--- src/rtl/gsc_pkg.sv ---
package gsc_pkg;

    localparam int CTL_W      = 16;
    localparam int NUM_SHARED = 4;
    localparam int NUM_IND    = 2;
    localparam int SLOT_W     = 3;

    typedef enum logic [3:0] {
        SRC_ALWAYS = 4'd0,
        SRC_SH0    = 4'd1,
        SRC_SH1    = 4'd2,
        SRC_SH2    = 4'd3,
        SRC_SH3    = 4'd4,
        SRC_IND0   = 4'd8,
        SRC_SH01   = 4'd9,
        SRC_IND1   = 4'd10,
        SRC_IND01  = 4'd11
    } src_code_e;

    typedef enum logic [SLOT_W-1:0] {
        SLOT_GATE   = 3'd0,
        SLOT_LOAD   = 3'd1,
        SLOT_PRESET = 3'd2,
        SLOT_STATUS = 3'd3,
        SLOT_SNAP   = 3'd4
    } slot_e;

    typedef struct packed {
        logic        en;
        logic [10:0] rsvd;
        logic [3:0]  code;
    } ctl_t;

    function automatic logic src_eval(input logic [3:0] code,
                                      input logic [NUM_SHARED-1:0] sh,
                                      input logic [NUM_IND-1:0] ind);
        logic r;
        case (code)
            SRC_ALWAYS: r = 1'b1;
            SRC_SH0:    r = sh[0];
            SRC_SH1:    r = sh[1];
            SRC_SH2:    r = sh[2];
            SRC_SH3:    r = sh[3];
            SRC_IND0:   r = ind[0];
            SRC_SH01:   r = sh[0] & sh[1];
            SRC_IND1:   r = ind[1];
            SRC_IND01:  r = ind[0] & ind[1];
            default:    r = 1'b0;
        endcase
        return r;
    endfunction

endpackage

--- src/rtl/gsc_cond_sel.sv ---
module gsc_cond_sel
    import gsc_pkg::*;
(
    input  logic                  en,
    input  logic [3:0]            code,
    input  logic [NUM_SHARED-1:0] sh,
    input  logic [NUM_IND-1:0]    ind,
    output logic                  fire
);
    always_comb begin
        fire = en && src_eval(code, sh, ind);
    end
endmodule

--- src/rtl/gsc_channel.sv ---
module gsc_channel
    import gsc_pkg::*;
#(
    parameter int CNT_W = 32
) (
    input  logic                  clk,
    input  logic                  rst,
    input  logic                  gate_we,
    input  logic                  load_we,
    input  logic                  pre_we,
    input  logic                  clr_we,
    input  logic [CNT_W-1:0]      wr_data,
    input  logic [NUM_SHARED-1:0] sh,
    input  logic [NUM_IND-1:0]    ind,
    output ctl_t                  gate_ctl,
    output ctl_t                  load_ctl,
    output logic [CNT_W-1:0]      preset,
    output logic [CNT_W-1:0]      count,
    output logic                  ovf,
    output logic                  gate_fire,
    output logic                  load_fire
);
    logic wrap;

    gsc_cond_sel u_gate_sel (
        .en   (gate_ctl.en),
        .code (gate_ctl.code),
        .sh   (sh),
        .ind  (ind),
        .fire (gate_fire)
    );

    gsc_cond_sel u_load_sel (
        .en   (load_ctl.en),
        .code (load_ctl.code),
        .sh   (sh),
        .ind  (ind),
        .fire (load_fire)
    );

    always_ff @(posedge clk) begin
        if (rst) begin
            gate_ctl <= '0;
            load_ctl <= '0;
            preset   <= '0;
        end else begin
            if (gate_we) gate_ctl <= ctl_t'(wr_data[CTL_W-1:0]);
            if (load_we) load_ctl <= ctl_t'(wr_data[CTL_W-1:0]);
            if (pre_we)  preset   <= wr_data;
        end
    end

    // load takes priority over an increment on the same edge
    assign wrap = gate_fire && !load_fire && (&count);

    always_ff @(posedge clk) begin
        if (rst) begin
            count <= '0;
        end else if (load_fire) begin
            count <= preset;
        end else if (gate_fire) begin
            count <= count + 1'b1;
        end
    end

    // a wrap on the same edge as a clearing write leaves the flag set
    always_ff @(posedge clk) begin
        if (rst) begin
            ovf <= 1'b0;
        end else if (wrap) begin
            ovf <= 1'b1;
        end else if (clr_we) begin
            ovf <= 1'b0;
        end
    end
endmodule

--- src/rtl/gated_scaler_bank.sv ---
module gated_scaler_bank
    import gsc_pkg::*;
#(
    parameter int NUM_CH = 4,
    parameter int CNT_W  = 32,
    localparam int CH_W   = (NUM_CH > 1) ? $clog2(NUM_CH) : 1,
    localparam int ADDR_W = CH_W + SLOT_W
) (
    input  logic                        clk,
    input  logic                        rst,
    input  logic                        wr_en,
    input  logic [ADDR_W-1:0]           wr_addr,
    input  logic [CNT_W-1:0]            wr_data,
    input  logic [ADDR_W-1:0]           rd_addr,
    output logic [CNT_W-1:0]            rd_data,
    input  logic [NUM_SHARED-1:0]       shared_ctl,
    input  logic [NUM_CH*NUM_IND-1:0]   ind_ctl,
    input  logic                        latch
);
    ctl_t             gate_ctl_a  [NUM_CH];
    ctl_t             load_ctl_a  [NUM_CH];
    logic [CNT_W-1:0] preset_a    [NUM_CH];
    logic [CNT_W-1:0] cnt_a       [NUM_CH];
    logic [CNT_W-1:0] snap_a      [NUM_CH];
    logic             ovf_a       [NUM_CH];
    logic             gate_fire_a [NUM_CH];
    logic             load_fire_a [NUM_CH];

    logic [CH_W-1:0] wr_ch, rd_ch;
    slot_e           wr_slot, rd_slot;

    assign wr_ch   = wr_addr[ADDR_W-1:SLOT_W];
    assign wr_slot = slot_e'(wr_addr[SLOT_W-1:0]);
    assign rd_ch   = rd_addr[ADDR_W-1:SLOT_W];
    assign rd_slot = slot_e'(rd_addr[SLOT_W-1:0]);

    for (genvar i = 0; i < NUM_CH; i++) begin : g_ch
        logic hit;
        assign hit = wr_en && (wr_ch == CH_W'(i));

        gsc_channel #(.CNT_W(CNT_W)) u_ch (
            .clk       (clk),
            .rst       (rst),
            .gate_we   (hit && wr_slot == SLOT_GATE),
            .load_we   (hit && wr_slot == SLOT_LOAD),
            .pre_we    (hit && wr_slot == SLOT_PRESET),
            .clr_we    (hit && wr_slot == SLOT_STATUS),
            .wr_data   (wr_data),
            .sh        (shared_ctl),
            .ind       (ind_ctl[i*NUM_IND +: NUM_IND]),
            .gate_ctl  (gate_ctl_a[i]),
            .load_ctl  (load_ctl_a[i]),
            .preset    (preset_a[i]),
            .count     (cnt_a[i]),
            .ovf       (ovf_a[i]),
            .gate_fire (gate_fire_a[i]),
            .load_fire (load_fire_a[i])
        );

        always_ff @(posedge clk) begin
            if (rst) begin
                snap_a[i] <= '0;
            end else if (latch) begin
                snap_a[i] <= cnt_a[i];
            end
        end
    end

    always_comb begin
        rd_data = '0;
        if (int'(rd_ch) < NUM_CH) begin
            case (rd_slot)
                SLOT_GATE:   rd_data = CNT_W'(gate_ctl_a[rd_ch]);
                SLOT_LOAD:   rd_data = CNT_W'(load_ctl_a[rd_ch]);
                SLOT_PRESET: rd_data = preset_a[rd_ch];
                SLOT_STATUS: rd_data = CNT_W'(ovf_a[rd_ch]);
                SLOT_SNAP:   rd_data = snap_a[rd_ch];
                default:     rd_data = '0;
            endcase
        end
    end
endmodule

--- config.mk ---
export PLATFORM = sky130hd
export DESIGN_NAME = gated_scaler_bank
export DESIGN_NICKNAME = d
export VERILOG_FILES = /design/src/rtl/gsc_pkg.sv /design/src/rtl/gsc_cond_sel.sv /design/src/rtl/gsc_channel.sv /design/src/rtl/gated_scaler_bank.sv
export SDC_FILE = /design/constraint.sdc
export NUM_CORES = 1
export LEC_CHECK = 0
export BUFFER_PORTS_ARGS = -buffer_cell sky130_fd_sc_hd__buf_4
export CAP_MARGIN = 20
export CORE_MARGIN = 2
export CORE_UTILIZATION = 45
export DETAILED_ROUTE_END_ITERATION = 10
export GPL_TIMING_DRIVEN = 1
export MAX_ROUTING_LAYER = met4
export SETUP_SLACK_MARGIN = 0.05
export SYNTH_ARGS = -nofsm -noshare
export SYNTH_HDL_FRONTEND = slang
export SYNTH_SLANG_ARGS = --single-unit
--- constraint.sdc ---
create_clock -name clk -period 9.3 [get_ports clk]
set_clock_uncertainty 0.2 [all_clocks]
set_input_delay 1.395 -clock clk [delete_from_list [all_inputs] [get_ports clk]]
set_output_delay 1.395 -clock clk [all_outputs]
set_load 0.005 [all_outputs]
== After elaboration in Yosys (flattened, before gate mapping) ==
Memory sizes are Yosys's and may differ from the RTL's.
Cells that the tools add are included.
W data, S select, Z words.
Storage, ports and cells
  bits in registers: 388
  latch bits: 0
  memory bits (writable): 128
  ROM bits: 0
  bits of input ports: 58
  output and inout bits: 32
  logic and storage cells: 235
  memories kept: 1
Operators by class
  add/subtract/negate cells: 4
  multipliers: 0
  div/mod/pow operators: 0
  magnitude comparators: 1
  eq/ne operators: 74
  shift-type cells: 0
  multiplexer cells: 46
  bitwise operators: 10
  reductions and logical operators: 63
Memories
  snap_a: depth 4, bits a word 32, read ports 1, clocked after memory_dff 0, wr ports 4, line gated_scaler_bank.sv:24  | logic [CNT_W-1:0] snap_a [NUM_CH];
Operators by type and width (number)
  $mux W32: 14
  $pmux W32 S5: 1
  $add A32 B1 Y32 const B: 4
  $eq A4 B4 Y1 const B: 32
  $reduce_and A32 Y1: 4
  $pmux W1 S9: 8
  $bmux W16 S2: 2
  $bmux W32 S2: 1
  $eq A4 B2 Y1 const B: 16
  $mux W16: 4
  $logic_and A1 B1 Y1: 36
  $eq A4 B1 Y1 const B: 8
  $eq A4 B3 Y1 const B: 8
  $logic_not A4 Y1: 8
  $reduce_bool A2 Y1: 8
  $mux W1: 15
  $eq A3 B2 Y1 const B: 4
  $eq A3 B1 Y1 const B: 2
  $logic_not A3 Y1: 2
  $and A1 B1 Y1: 5
  $eq A2 B2 Y1 const B: 2
  $logic_not A1 Y1: 4
  $or A1 B1 Y1: 4
  $eq A3 B3 Y1 const B: 1
  5 further kinds: 5

== Depth between registers and ports, before layout ==
  depth in word-level cells: 7
  mapped depth: 10
  gate-level depth less buffers: 7

== Hierarchy ==
Synthesis repeated with hierarchy kept, for this count alone.
Unflattened totals
  cell total of the unflattened synthesis: 2421
  area, all modules: 25682.1 sq um
Modules (own cells, without submodules)
  gsc_channel: instances 4, cells each 458, area an instance 4296.6 sq um, sequential area each 1941.9 sq um
  gated_scaler_bank: instances 1, cells each 501, area an instance 7855.0 sq um, sequential area each 3843.7 sq um
  gsc_cond_sel: instances 8, cells each 11, area an instance 80.1 sq um, sequential area each 0.0 sq um

== Least setup slack after synthesis ==
Ideal clock, no wire load.
  path kind: in2out
  start point: in rd_addr[4]
  end point: out rd_data[18]
  data arrival time: 2999 ps
  required time: 7705 ps
  path slack: 4706 ps
  cell stages on the path: 7
  buffers on the path: 4
  cells stage by stage: buf_2 -> buf_2 -> buf_1 -> buf_2 -> mux4_2 -> a22oi_1 -> nor2_1
On the way
  cells in the longest elaborated chain, start to end: 5
  elaborated cells between the ends (all ways): 6
  those cells by class: mux: 4; bitwise: 1; memory: 1
Ends and longest elaborated chain
  start: declaration: line gated_scaler_bank.sv:14  | input logic [ADDR_W-1:0] rd_addr,
  $not A2 Y3 (not written as such): line gated_scaler_bank.sv:75  | SLOT_PRESET: rd_data = preset_a[rd_ch];
  $bmux W32 S2: line gated_scaler_bank.sv:75
  $mux W32 (not written as such) (2 in a row): line gated_scaler_bank.sv:75
  $pmux W32 S5 (*): line gated_scaler_bank.sv:72  | case (rd_slot)
  end: declaration: line gated_scaler_bank.sv:15  | output logic [CNT_W-1:0] rd_data,
Mark *: on every way between the ends. The rest lies on a longest branch, timed or not. The select of a mux whose other input is x is not followed.

== Worst setup path in the final report ==
  start point: in rd_addr[3]
  end point: out rd_data[14]
On the way
  cells in the longest elaborated chain, start to end: 5
  elaborated cells between the ends (all ways): 12
  those cells by class: mux: 10; bitwise: 1; memory: 1
Ends and longest elaborated chain (line)
  $not A2 Y3 (not written as such): gated_scaler_bank.sv:73, gated_scaler_bank.sv:74, gated_scaler_bank.sv:75
  $bmux W32 S2 (tied with other cells): gated_scaler_bank.sv:75
  $mux W32 (not written as such) (tied with other cells) (2 in a row): gated_scaler_bank.sv:75
  $pmux W32 S5 (*): gated_scaler_bank.sv:72
Marked as above.

==> metrics.txt <==
most used flip-flop cell after synthesis=sky130_fd_sc_hd__dfxtp_1; leading post-synthesis cells by cell area=sky130_fd_sc_hd__dfxtp_1 (32%), sky130_fd_sc_hd__edfxtp_1 (16%), sky130_fd_sc_hd__nand2_1 (9.4%); Fin. Hold Viols=0; type of the tightest min-delay check=reg2reg; number of global-route vias before repair=19,400; total of fill cells in the finished design=4,884; Post-Syn Nets=between 2,000 and 3,000; critical path class=in2out; top-area cell type share of the netlist area=0.316; number of warnings reported in the yosys synthesis log=0; total CTS buffers=55; Max stage delay cell, worst path=sky130_fd_sc_hd__buf_4; status=completed; Relative slew margins=0.202; Std-Cell Rows=85; endpoint type of the worst setup path=output port; clk sinks=516; delay of the slowest cell on the worst path=740 ps; number of buffer and inverter stages on the critical path=3; number of max-cap violations=0; setup repair after global routing missed its margin=no; Core Area=53,900 um^2; effective utilization at floorplan=0.455; crit path DAT=4180 ps; number of antenna violations at the first check in global routing=0; slew of the pin with the lowest slew margin=1190 ps; die height=around 240 um; top cell type by total area after synthesis=sky130_fd_sc_hd__dfxtp_1; async set-reset flop share out of synthesis=0; clock transition at the register clock pins on the worst setup and hold paths after CTS=around 60 ps; number of enable flip-flop cells after synthesis=roughly 130; Total Die Area=56,500 um^2; startpoint kind of the worst setup timing path=primary input; final wirelength=81,200 um; most instantiated library cell after synthesis=sky130_fd_sc_hd__nand2_1; routed vias/inst=slightly below 6; total gr overflow=0; ports placed on the boundary=90; antenna fix cells=0; number of port buffers=89; Vias=20,000; launch point of the worst path=rd_addr[3]; Distinct cells, synth=66; most common library cells after synthesis=sky130_fd_sc_hd__nand2_1 (613), sky130_fd_sc_hd__dfxtp_1 (388), sky130_fd_sc_hd__a21oi_1 (289); start of the worst register-to-register path=g_ch[3].u_ch.count[10]; highest attainable clock frequency=173 MHz; cts repair resizes=0; CTS Hold Buffers Added=0; min-delay src=g_ch[3].u_ch.gate_ctl[8]; Leak=0.00870 uW; number of flip-flops and latches in the synthesized netlist=516; router iterations before antenna repair=5; Mapped Area=24,600 um^2; global placer's final weighted congestion=between 0.8 and 0.9; starting DRC count in detailed routing=1,894; instance count of the mapped netlist=approximately 2,600; count of H-tree levels built during CTS=2; Skew-Pair Late Insertion Delay=~620 ps; half-perimeter wire length of the detailed placement result=52,500 um; share of synthesized area occupied by flip-flops and latches=0.473; Final min period=5780 ps; Final Cycle Share=0.621; cells along the critical path=buf_6 -> buf_4 -> mux4_2 -> nand2_1 -> a21oi_1 -> a21oi_1 -> o21ai_0 -> buf_4; power density cells=172 nW/um^2; DRC violations left=0; maximum ir drop on the vdd rail=122 uV; final core utilization=0.509; Die Wd=238 um; area grow syn2layout=11.9%; Max Transition Viols Final=0; Post-layout nets=2,676; Worst EP required=7710 ps; Max Buffers Root-to-Sink=3; synthesized area divided by synthesized cell count=9.36 um^2; count of non-filler cells in the finished layout=approximately 3,400; All-Layer GR Usage=0.294; highest fanout seen on the critical path=61; Final Setup Violations=0; clock root cell=sky130_fd_sc_hd__clkbuf_16; largest net degree at the start of global routing=around 110; family of cells with the greatest summed delay on the critical path=buffers and inverters; number of setup buffers added after CTS=0; number of instances in the placed design=3,252; CTS tree=built; share of final-layout standard cells stronger than drive strength 1=0.147; Routed Antenna Nets=0; Sum Neg Setup Slack=0 ps; detail-routed net length per standard cell=24.2 um; first-pass GRT wire length=122,000 um
[sequential cells by signal (all words and copies together), names as in the netlist]
register and cells:
g_ch.u_ch.load_ctl 64, snap_a 128, g_ch.u_ch.gate_ctl 64, g_ch.u_ch.preset 128, g_ch.u_ch.count 128, g_ch.u_ch.ovf 4
[worst min-delay path, delay by kind of cell (launching register included)]
kind               cells  cell delay [ps]
AOI/OAI and AO/OA      1               50
DFF                    1              310
and+or+nand+nor        1               50
[stage by stage]
step           hold WS (ps)  power, uW  instance area (um^2)  setup slack (ps)
2_1_floorplan           233       2530                 24600              4710
3_3_place_gp            238       2630                 25700              3540
3_5_place_dp            247       2640                 25700              3530
4_1_cts                 251       4750                 27500              3520
5_1_grt                 273       4860                 27500              3390
6_report                253       4730                 27500              3520
[routing by layer]
layer  up-vias  track usage  wire (um)
met1      9818        0.397      34900
met4         0        0.109       3090
met2       887        0.445      36500
met3       180       0.0511       6660
li1       9138            -          -
met5         -            -          0
[placed cells by master (no fill, tap or decap), types with 4 or more instances in the layout]
| master | Yosys | final |
|---|---|---|
| sky130_fd_sc_hd__nand2_1 | 613 | 611 |
| sky130_fd_sc_hd__dfxtp_1 | 388 | 388 |
| sky130_fd_sc_hd__a21oi_1 | 289 | 289 |
| sky130_fd_sc_hd__and2_1 | 131 | 131 |
| sky130_fd_sc_hd__edfxtp_1 | 128 | 128 |
| sky130_fd_sc_hd__buf_4 | 4 | 125 |
| sky130_fd_sc_hd__xnor2_1 | 118 | 118 |
| sky130_fd_sc_hd__mux4_2 | 97 | 97 |
| sky130_fd_sc_hd__nor2_1 | 100 | 91 |
| sky130_fd_sc_hd__o21ai_1 | 71 | 71 |
| sky130_fd_sc_hd__nand3_1 | 62 | 62 |
| sky130_fd_sc_hd__clkbuf_16 | 0 | 55 |
| sky130_fd_sc_hd__mux2i_1 | 50 | 50 |
| sky130_fd_sc_hd__o21ai_0 | 44 | 44 |
| sky130_fd_sc_hd__inv_1 | 42 | 42 |
| sky130_fd_sc_hd__nor3_1 | 30 | 28 |
| sky130_fd_sc_hd__nor3_2 | 25 | 27 |
| sky130_fd_sc_hd__nand4_1 | 27 | 27 |
| sky130_fd_sc_hd__nor4_1 | 25 | 25 |
| sky130_fd_sc_hd__nor4_2 | 25 | 25 |
| sky130_fd_sc_hd__o2bb2ai_1 | 23 | 23 |
| sky130_fd_sc_hd__clkbuf_1 | 143 | 22 |
| sky130_fd_sc_hd__a22oi_1 | 16 | 16 |
| sky130_fd_sc_hd__nand2b_1 | 10 | 10 |
| sky130_fd_sc_hd__a211oi_1 | 10 | 10 |
| sky130_fd_sc_hd__nand3b_1 | 9 | 9 |
| sky130_fd_sc_hd__nor2_2 | 1 | 9 |
| sky130_fd_sc_hd__clkbuf_8 | 0 | 9 |
| sky130_fd_sc_hd__and3_1 | 8 | 8 |
| sky130_fd_sc_hd__o31ai_1 | 7 | 7 |
| sky130_fd_sc_hd__clkinv_2 | 0 | 7 |
| sky130_fd_sc_hd__nor4b_1 | 6 | 6 |
| sky130_fd_sc_hd__and4_1 | 6 | 6 |
| sky130_fd_sc_hd__o2111ai_2 | 1 | 5 |
| sky130_fd_sc_hd__clkinv_1 | 0 | 5 |
| sky130_fd_sc_hd__a31oi_1 | 4 | 4 |
| sky130_fd_sc_hd__or4_1 | 4 | 4 |
| sky130_fd_sc_hd__xor2_1 | 4 | 4 |
| sky130_fd_sc_hd__ha_1 | 4 | 4 |
[worst paths after layout]
kind	cells past startpoint	slack (ps)	end
setup reg to reg	6	6220	g_ch[3].u_ch.count[31]
setup / recovery	8	3520	rd_data[14]
hold reg to reg	2	250	g_ch[3].u_ch.gate_ctl[8]
hold / removal	2	250	g_ch[3].u_ch.gate_ctl[8]
[area by class of cell]
type	count	area (um^2)	area share
inverters	42	158	0.00574
flip-flops and latches	516	11600	0.423
clock inverters	17	140	0.00510
well taps	696	871	0.0317
repair buffers	130	1040	0.0378
multi-input cells	1869	12100	0.440
clock buffers	85	1570	0.0571
[power by group]
group	switching, uW	internal (uW)
combinational	170	76.1
clock	923	1210
sequential	19.0	2330
[cell families after synthesis]
family                     after synthesis  share of synthesized area
AOI/OAI and AO/OA                      492                      0.114
and+or+nand+nor                       1104                      0.218
DFF                                    516                      0.473
xor gates and xnor gates               122                     0.0435
buffers and inverters                  239                     0.0396
muxes                                  147                      0.109
adders and majority gates                4                    0.00204
Power figures use the tool's default switching activity.
